==> src/rtl/pll_seq_pkg.sv <==
package pll_seq_pkg;

    localparam int R_W      = 3;
    localparam int F_W      = 6;
    localparam int Q_W      = 2;
    localparam int D_W      = 6;
    localparam int CTL_W    = 32;
    localparam int OUTDIV_W = 9;

    localparam int R_LSB      = 0;
    localparam int F_LSB      = 4;
    localparam int Q_LSB      = 10;
    localparam int SEL_BIT    = 16;
    localparam int REFSEL_BIT = 17;
    localparam int BYP_BIT    = 18;
    localparam int LOCK_BIT   = 31;
    localparam int DOFF_BIT   = 8;

    typedef struct packed {
        logic [R_W-1:0] r;
        logic [F_W-1:0] f;
        logic [Q_W-1:0] q;
    } pll_div_t;

    typedef struct packed {
        logic [D_W-1:0] div;
        logic           off;
    } post_div_t;

    typedef enum logic [2:0] {
        S_IDLE,
        S_REF,
        S_PROG,
        S_UNBYP,
        S_SETTLE,
        S_POLL,
        S_FIN
    } seq_state_t;

    localparam pll_div_t  RST_DIV  = '{r: '0, f: '0, q: Q_W'(1)};
    localparam post_div_t RST_POST = '{div: '0, off: 1'b1};

    function automatic logic [CTL_W-1:0] pack_ctl(pll_div_t d, logic sel,
                                                  logic refsel, logic byp,
                                                  logic lock);
        logic [CTL_W-1:0] w;
        w = '0;
        w[R_LSB +: R_W] = d.r;
        w[F_LSB +: F_W] = d.f;
        w[Q_LSB +: Q_W] = d.q;
        w[SEL_BIT]      = sel;
        w[REFSEL_BIT]   = refsel;
        w[BYP_BIT]      = byp;
        w[LOCK_BIT]     = lock;
        return w;
    endfunction

    function automatic logic [OUTDIV_W-1:0] pack_outdiv(post_div_t p);
        logic [OUTDIV_W-1:0] w;
        w = '0;
        w[D_W-1:0] = p.div;
        w[DOFF_BIT] = p.off;
        return w;
    endfunction

    function automatic logic cfg_usable(pll_div_t d, logic valid);
        return valid && (d.q != '0);
    endfunction

endpackage

==> src/rtl/pll_sync2.sv <==
module pll_sync2 #(
    parameter int W = 1
) (
    input  logic         clk,
    input  logic         rst,
    input  logic [W-1:0] d,
    output logic [W-1:0] q
);
    logic [W-1:0] stage1;

    always_ff @(posedge clk) begin
        if (rst) begin
            stage1 <= '0;
            q      <= '0;
        end else begin
            stage1 <= d;
            q      <= stage1;
        end
    end
endmodule

==> src/rtl/pll_ref_window.sv <==
module pll_ref_window #(
    parameter int RATE_W = 32
) (
    input  logic [RATE_W-1:0] ref_hz,
    input  logic [RATE_W-1:0] rate_hz,
    output logic              near
);
    localparam int XW = RATE_W + 3;

    logic [XW-1:0] ref_x, rate_x4, lo_lim, hi_lim;

    always_comb begin
        ref_x   = {3'b000, ref_hz};
        rate_x4 = {3'b000, rate_hz} << 2;
        lo_lim  = ref_x + (ref_x << 1);
        hi_lim  = ref_x + (ref_x << 2);
        near    = (rate_x4 >= lo_lim) && (rate_x4 <= hi_lim);
    end
endmodule

==> src/rtl/pll_wait_timer.sv <==
module pll_wait_timer #(
    parameter int SETTLE_TICKS = 4,
    parameter bit TIMEOUT_EN   = 1'b1,
    parameter int TIMEOUT_CYC  = 4096
) (
    input  logic clk,
    input  logic rst,
    input  logic clear,
    input  logic settle_en,
    input  logic tick_rise,
    input  logic poll_en,
    output logic settle_done,
    output logic timed_out
);
    localparam int TW = $clog2(SETTLE_TICKS + 2);
    localparam int WW = $clog2(TIMEOUT_CYC + 1);

    logic [TW-1:0] tick_cnt;

    always_ff @(posedge clk) begin
        if (rst || clear) begin
            tick_cnt <= '0;
        end else if (settle_en && tick_rise && (tick_cnt != TW'(SETTLE_TICKS))) begin
            tick_cnt <= tick_cnt + 1'b1;
        end
    end

    assign settle_done = settle_en && tick_rise && (tick_cnt == TW'(SETTLE_TICKS));

    generate
        if (TIMEOUT_EN) begin : g_timeout
            logic [WW-1:0] wait_cnt;
            always_ff @(posedge clk) begin
                if (rst || clear) begin
                    wait_cnt <= '0;
                end else if (poll_en && (wait_cnt != WW'(TIMEOUT_CYC - 1))) begin
                    wait_cnt <= wait_cnt + 1'b1;
                end
            end
            assign timed_out = poll_en && (wait_cnt == WW'(TIMEOUT_CYC - 1));
        end else begin : g_no_timeout
            assign timed_out = poll_en & 1'b0;
        end
    endgenerate
endmodule

==> src/rtl/pll_retune_seq.sv <==
module pll_retune_seq
    import pll_seq_pkg::*;
#(
    parameter int RATE_W       = 32,
    parameter int SETTLE_TICKS = 4,
    parameter bit TIMEOUT_EN   = 1'b1,
    parameter int LOCK_TIMEOUT = 4096
) (
    input  logic                clk,
    input  logic                rst,
    input  logic                req_valid,
    input  logic [R_W-1:0]      req_r,
    input  logic [F_W-1:0]      req_f,
    input  logic [Q_W-1:0]      req_q,
    input  logic [D_W-1:0]      req_div,
    input  logic                req_div_off,
    input  logic                req_refsel,
    input  logic                req_force_bypass,
    input  logic                req_cfg_valid,
    input  logic [RATE_W-1:0]   req_ref_hz,
    input  logic [RATE_W-1:0]   req_rate_hz,
    input  logic                pll_lock_in,
    input  logic                slow_tick_in,
    output logic                busy,
    output logic                done,
    output logic                lock_err,
    output logic                sel_pll,
    output logic                sel_ref,
    output logic                pll_bypass,
    output logic [CTL_W-1:0]    ctl_word,
    output logic [OUTDIV_W-1:0] outdiv_word
);
    seq_state_t state;

    pll_div_t          lat_div, cur_div;
    post_div_t         lat_post, cur_post;
    logic              lat_refsel, lat_force, lat_cfg;
    logic [RATE_W-1:0] lat_ref, lat_rate;

    logic sel_q, ref_q, byp_q, done_q, err_q;

    logic lock_s, tick_s, tick_d, tick_rise;
    logic near_ref, take_bypass;
    logic settle_done, timed_out;

    pll_sync2 #(.W(2)) u_sync (
        .clk (clk),
        .rst (rst),
        .d   ({pll_lock_in, slow_tick_in}),
        .q   ({lock_s, tick_s})
    );

    always_ff @(posedge clk) begin
        if (rst) tick_d <= 1'b0;
        else     tick_d <= tick_s;
    end
    assign tick_rise = tick_s && !tick_d;

    pll_ref_window #(.RATE_W(RATE_W)) u_window (
        .ref_hz  (lat_ref),
        .rate_hz (lat_rate),
        .near    (near_ref)
    );

    pll_wait_timer #(
        .SETTLE_TICKS (SETTLE_TICKS),
        .TIMEOUT_EN   (TIMEOUT_EN),
        .TIMEOUT_CYC  (LOCK_TIMEOUT)
    ) u_timer (
        .clk         (clk),
        .rst         (rst),
        .clear       (state == S_UNBYP),
        .settle_en   (state == S_SETTLE),
        .tick_rise   (tick_rise),
        .poll_en     (state == S_POLL),
        .settle_done (settle_done),
        .timed_out   (timed_out)
    );

    assign take_bypass = lat_force || near_ref || !cfg_usable(lat_div, lat_cfg);

    always_ff @(posedge clk) begin
        if (rst) begin
            state      <= S_IDLE;
            lat_div    <= RST_DIV;
            lat_post   <= RST_POST;
            lat_refsel <= 1'b0;
            lat_force  <= 1'b0;
            lat_cfg    <= 1'b0;
            lat_ref    <= '0;
            lat_rate   <= '0;
            cur_div    <= RST_DIV;
            cur_post   <= RST_POST;
            sel_q      <= 1'b0;
            ref_q      <= 1'b0;
            byp_q      <= 1'b1;
            done_q     <= 1'b0;
            err_q      <= 1'b0;
        end else begin
            done_q <= 1'b0;
            unique case (state)
                S_IDLE: begin
                    if (req_valid) begin
                        lat_div    <= '{r: req_r, f: req_f, q: req_q};
                        lat_post   <= '{div: req_div, off: req_div_off};
                        lat_refsel <= req_refsel;
                        lat_force  <= req_force_bypass;
                        lat_cfg    <= req_cfg_valid;
                        lat_ref    <= req_ref_hz;
                        lat_rate   <= req_rate_hz;
                        sel_q      <= 1'b0;
                        err_q      <= 1'b0;
                        state      <= S_REF;
                    end
                end
                S_REF: begin
                    ref_q <= lat_refsel;
                    byp_q <= 1'b1;
                    state <= take_bypass ? S_FIN : S_PROG;
                end
                S_PROG: begin
                    cur_div  <= lat_div;
                    cur_post <= lat_post;
                    state    <= S_UNBYP;
                end
                S_UNBYP: begin
                    byp_q <= 1'b0;
                    state <= S_SETTLE;
                end
                S_SETTLE: begin
                    if (settle_done) state <= S_POLL;
                end
                S_POLL: begin
                    if (lock_s) begin
                        state <= S_FIN;
                    end else if (timed_out) begin
                        byp_q <= 1'b1;
                        err_q <= 1'b1;
                        state <= S_FIN;
                    end
                end
                S_FIN: begin
                    sel_q  <= 1'b1;
                    done_q <= 1'b1;
                    state  <= S_IDLE;
                end
                default: state <= S_IDLE;
            endcase
        end
    end

    assign busy        = (state != S_IDLE);
    assign done        = done_q;
    assign lock_err    = err_q;
    assign sel_pll     = sel_q;
    assign sel_ref     = ref_q;
    assign pll_bypass  = byp_q;
    assign ctl_word    = pack_ctl(cur_div, sel_q, ref_q, byp_q, lock_s);
    assign outdiv_word = pack_outdiv(cur_post);

endmodule

==> config.mk <==
export PLATFORM = sky130hd
export DESIGN_NAME = pll_retune_seq
export DESIGN_NICKNAME = d
export VERILOG_FILES = /design/src/rtl/pll_seq_pkg.sv /design/src/rtl/pll_sync2.sv /design/src/rtl/pll_ref_window.sv /design/src/rtl/pll_wait_timer.sv /design/src/rtl/pll_retune_seq.sv
export SDC_FILE = /design/constraint.sdc
export NUM_CORES = 1
export LEC_CHECK = 0
export ABC_AREA = 1
export BUFFER_PORTS_ARGS = -buffer_cell sky130_fd_sc_hd__buf_2
export CORE_MARGIN = 2
export CORE_UTILIZATION = 54
export CTS_CLUSTER_DIAMETER = 60
export DETAILED_ROUTE_END_ITERATION = 6
export PLACE_DENSITY = 0.87
export SLEW_MARGIN = 5
export SYNTH_ARGS = -nofsm -noshare
export SYNTH_HDL_FRONTEND = slang
export SYNTH_HIERARCHICAL = 1
export SYNTH_SLANG_ARGS = --single-unit
==> constraint.sdc <==
create_clock -name clk -period 3.36 [get_ports clk]
set_input_delay 0 -clock clk [delete_from_list [all_inputs] [get_ports clk]]
set_output_delay 0 -clock clk [all_outputs]
set_load 0.005 [all_outputs]
==> impl_metrics.env <==
export IMPL_outcome="complete, but fails checks"
export IMPL_failed_checks="DRC, setup timing"
export IMPL_area_growth_pct=33.4
export IMPL_vias=12400
export IMPL_place_congestion=0.966
export IMPL_clock_skew_ns=0.0208
export IMPL_drtIter0Drc=1500
export IMPL_async_flop_share_pct=0
export IMPL_final_period_utilization_pct=113
export IMPL_powerDensity_nw_per_um2=667
export IMPL_max_stage_delay_ns=0.35
export IMPL_min_period_ns=3.80
export IMPL_core_area_um2=18800
export IMPL_clk_pin_slew_ns=0.07
export IMPL_p_int_uw=4990
export IMPL_syn_inst=1519
export IMPL_timing_fmax_mhz=263
export IMPL_cpLargestDelayFamily="simple AND/OR/NAND/NOR gates"
export IMPL_rsz0062_at_grt="true"
export IMPL_crit_type="flop to flop"
export IMPL_portBuffers=117
export IMPL_synth_top_cell_area_share_pct=25.5
export IMPL_layout_setup_ws_ns=-0.441
export IMPL_firstDrtPassIters=7
export IMPL_drc_errors=24
export IMPL_p_switching_uw=4250
export IMPL_grt_pass1_wl_um=56700
export IMPL_drtAntennaViolNets=0
export IMPL_ys_seq_area_share_pct=25.5
export IMPL_die_h_um=143
export IMPL_cpMostUsedCell="nand2_1"
export IMPL_synth_fa_ha_area_share_pct=15.9
export IMPL_path_buf_inv=2
export IMPL_die_area_um2=20300
export IMPL_die_x_um=143
export IMPL_yosys_area_share_simple_pct=28.1
export IMPL_htreeDepth=4
export IMPL_seqPwrFrac_pct=24.8
export IMPL_diodes=0
export IMPL_synth_ff_type="dfxtp_1"
export IMPL_placed_cell_area_um2=11800
export IMPL_drive_gt1_share_pct=22.8
export IMPL_peakVddDrop_uv=928
export IMPL_slew_violations=0
export IMPL_synthTopCellsByArea="dfxtp_1, nand2_1, ha_1"
export IMPL_swShare_pct=46.0
export IMPL_grt_remaining_overflow=0
export IMPL_antenna_found_initial=0
export IMPL_first_global_vias=11900
export IMPL_setup_violations=1
export IMPL_synth_top_family_by_area="simple AND/OR/NAND/NOR gates"
export IMPL_dp_cells=1936
export IMPL_fin_cells=2071
export IMPL_holdWs_ns=0.0411
export IMPL_clk_path_buf_depth=2
export IMPL_wl_per_cell_um=18.5
export IMPL_synth_xor_area_share_pct=4.73
export IMPL_critPathSlowestCell="ha_1"
export IMPL_post_place_ws_ns=-0.214
export IMPL_synth_top_area_cell="dfxtp_1"
export IMPL_hold_violations=0
export IMPL_pwr_share_clk_pct=20.1
export IMPL_tritoncts="built"
export IMPL_arrival_ns=4.17
export IMPL_root_buffer="clkbuf_16"
export IMPL_p_leak_uw=0.00649
export IMPL_hpwl_um=23300
export IMPL_routed_wl_um=38300
export IMPL_netlist_area_um2=10400
export IMPL_yosysUniqueCellTypes=50
export IMPL_synth_warnings=6
export IMPL_pwr_share_comb_pct=55.1
export IMPL_path_max_fanout=4
export IMPL_cts_buffers=17
export IMPL_tns_ns=-0.441
export IMPL_num_nets_final=2045
export IMPL_io_pins=137
export IMPL_synth_seq_cells=132
export IMPL_hold_class="input pin to flop"
export IMPL_worstSetupEndpointType="flop"
export IMPL_drv_cap=0
export IMPL_slew_limit_headroom_pct=35.8
export IMPL_grt_max_degree=87
export IMPL_initial_core_util_pct=55.3
export IMPL_via_per_inst=6.00
export IMPL_clk_latency_ns=0.44
export IMPL_synthMuxAreaShare_pct=0
export IMPL_crit_path_start_kind="flop"
export IMPL_synth_edff_count=0
export IMPL_synth_compound_area_share_pct=17.1
export IMPL_rows=50
export IMPL_cts_num_sinks=132
export IMPL_postLayoutCellArea_um2=13800
export IMPL_synth_area_per_cell_um2=6.83
export IMPL_tightest_slew_ns=0.963
export IMPL_grt_usage_pct=35.1
export IMPL_cp_required_ns=3.73
## flip-flops by register name, indices dropped and copies added (netlist names), 2 cells and up
signal and cells:
ctl_word 11, lat_div 11, lat_post 7, lat_rate 32, lat_ref 32, outdiv_word 7, state 3, u_sync/q 2
u_sync/stage1 2, u_timer/g_timeout.wait_cnt 13, u_timer/tick_cnt 3
## what timing repair did
item / CTS / global route
setup endpoints to repair: 1 / 1
endpoints found under the hold margin: 87 / 0
pin swaps: 25 / 35
hold buffers: 87 / 0
buffers inserted: 8 / 8
gates resized for setup: 57 / 57
## metrics by stage
| step | util (%) | total power [µW] |
|---|---|---|
| 3_3_place_gp | 62.7 | 6390 |
| 4_1_cts | 72.0 | 8640 |
| 3_5_place_dp | 62.7 | 6550 |
| 5_1_grt | 73.8 | 9720 |
| 6_report | 73.8 | 9240 |
| 2_1_floorplan | - | 5130 |
## layout make-up
cell class | count | area (µm²)
clock inverters | 12 | 124
repair buffers | 326 | 2410
clock buffers | 20 | 447
well taps | 234 | 293
fillers | 1238 | 4920
multi-input cells | 1210 | 7390
flip-flops and latches | 132 | 2670
inverters | 137 | 514
## layer usage
metal	global-route usage [%]	routed length, µm	vias to the layer above
met1	41.3	14200	5637
met3	5.10	3670	255
met4	17.6	2400	0
li1	-	-	5616
met5	0	0	-
met2	62.2	18000	926
## power by group through the flow
stage	sequential [µW]	clock, µW	combinational (µW)
floorplan	2110	0	3010
global placement	2240	0	4140
detailed placement	2250	0	4300
CTS	2240	1850	4550
global route	2310	1930	5480
finish	2290	1860	5090
## placed cells by master, fill, tap and decap left out, types with 11 or more instances in the layout
cell	instances
conb_1	19
clkbuf_16	17
xnor2_1	33
nor2_1	105
dfxtp_1	111
nor2_2	14
buf_4	119
dlygate4sd3_1	87
inv_1	128
dfxtp_2	20
buf_2	116
ha_4	14
nand2_2	22
nand3_1	42
a21oi_2	19
xor2_1	19
ha_1	115
o21ai_0	36
nor3_1	18
a21oi_1	192
nand2_1	430
nand4_1	21
a21o_1	11
## worst reg2reg max path, delay by kind of cell (launching register included)
family	cells	cell delay, ns
DFF	1	0.32
adders and majority gates	2	0.63
xor gates and xnor gates	1	0.14
buffers and inverters	2	0.31
and+or+nand+nor	19	1.58
AOI/OAI and AO/OA	5	0.76
## kinds of logic (layout without fill, tap and decap cells)
logic type	count (synthesis)	in the layout
adders and majority gates	131	131
xor gates and xnor gates	56	56
buffers and inverters	195	495
and+or+nand+nor	690	690
AOI/OAI and AO/OA	314	314
DFF	132	132
other	1	19
## worst paths after layout
| check | slack, ns | from | endpoint | cells after the start |
|---|---|---|---|---|
| setup reg to reg | -0.44 | lat_ref[10] | state[2] | 29 |
| hold / removal | 0.04 | req_valid | state[1] | 5 |
| hold reg to reg | 0.44 | u_sync/stage1[0] | u_sync/q[0] | 2 |
| setup / recovery | -0.44 | lat_ref[10] | state[2] | 29 |
## cells in the mapped netlist (3+ instances only)
cell type and n:
xnor2_1 35, clkbuf_1 12, dfxtp_1 132, nor2_4 3, a21oi_1 209, xor2_1 21
ha_1 129, nand2_2 9, nand3_1 44, o211ai_1 8, nand3b_1 6, a31oi_1 7
o21bai_1 8, o21a_1 5, buf_2 15, o21ai_0 38, a21oi_2 6, nand2_1 444
nor4_1 4, buf_4 23, nor2_2 4, nand3_2 8, buf_6 8, nand4_1 21
nor2_1 115, a21o_1 11, o21ai_2 6, nor3_1 21, a211oi_1 4, inv_1 131
inv_2 6
Note: power is estimated with default switching activity, not from simulation.
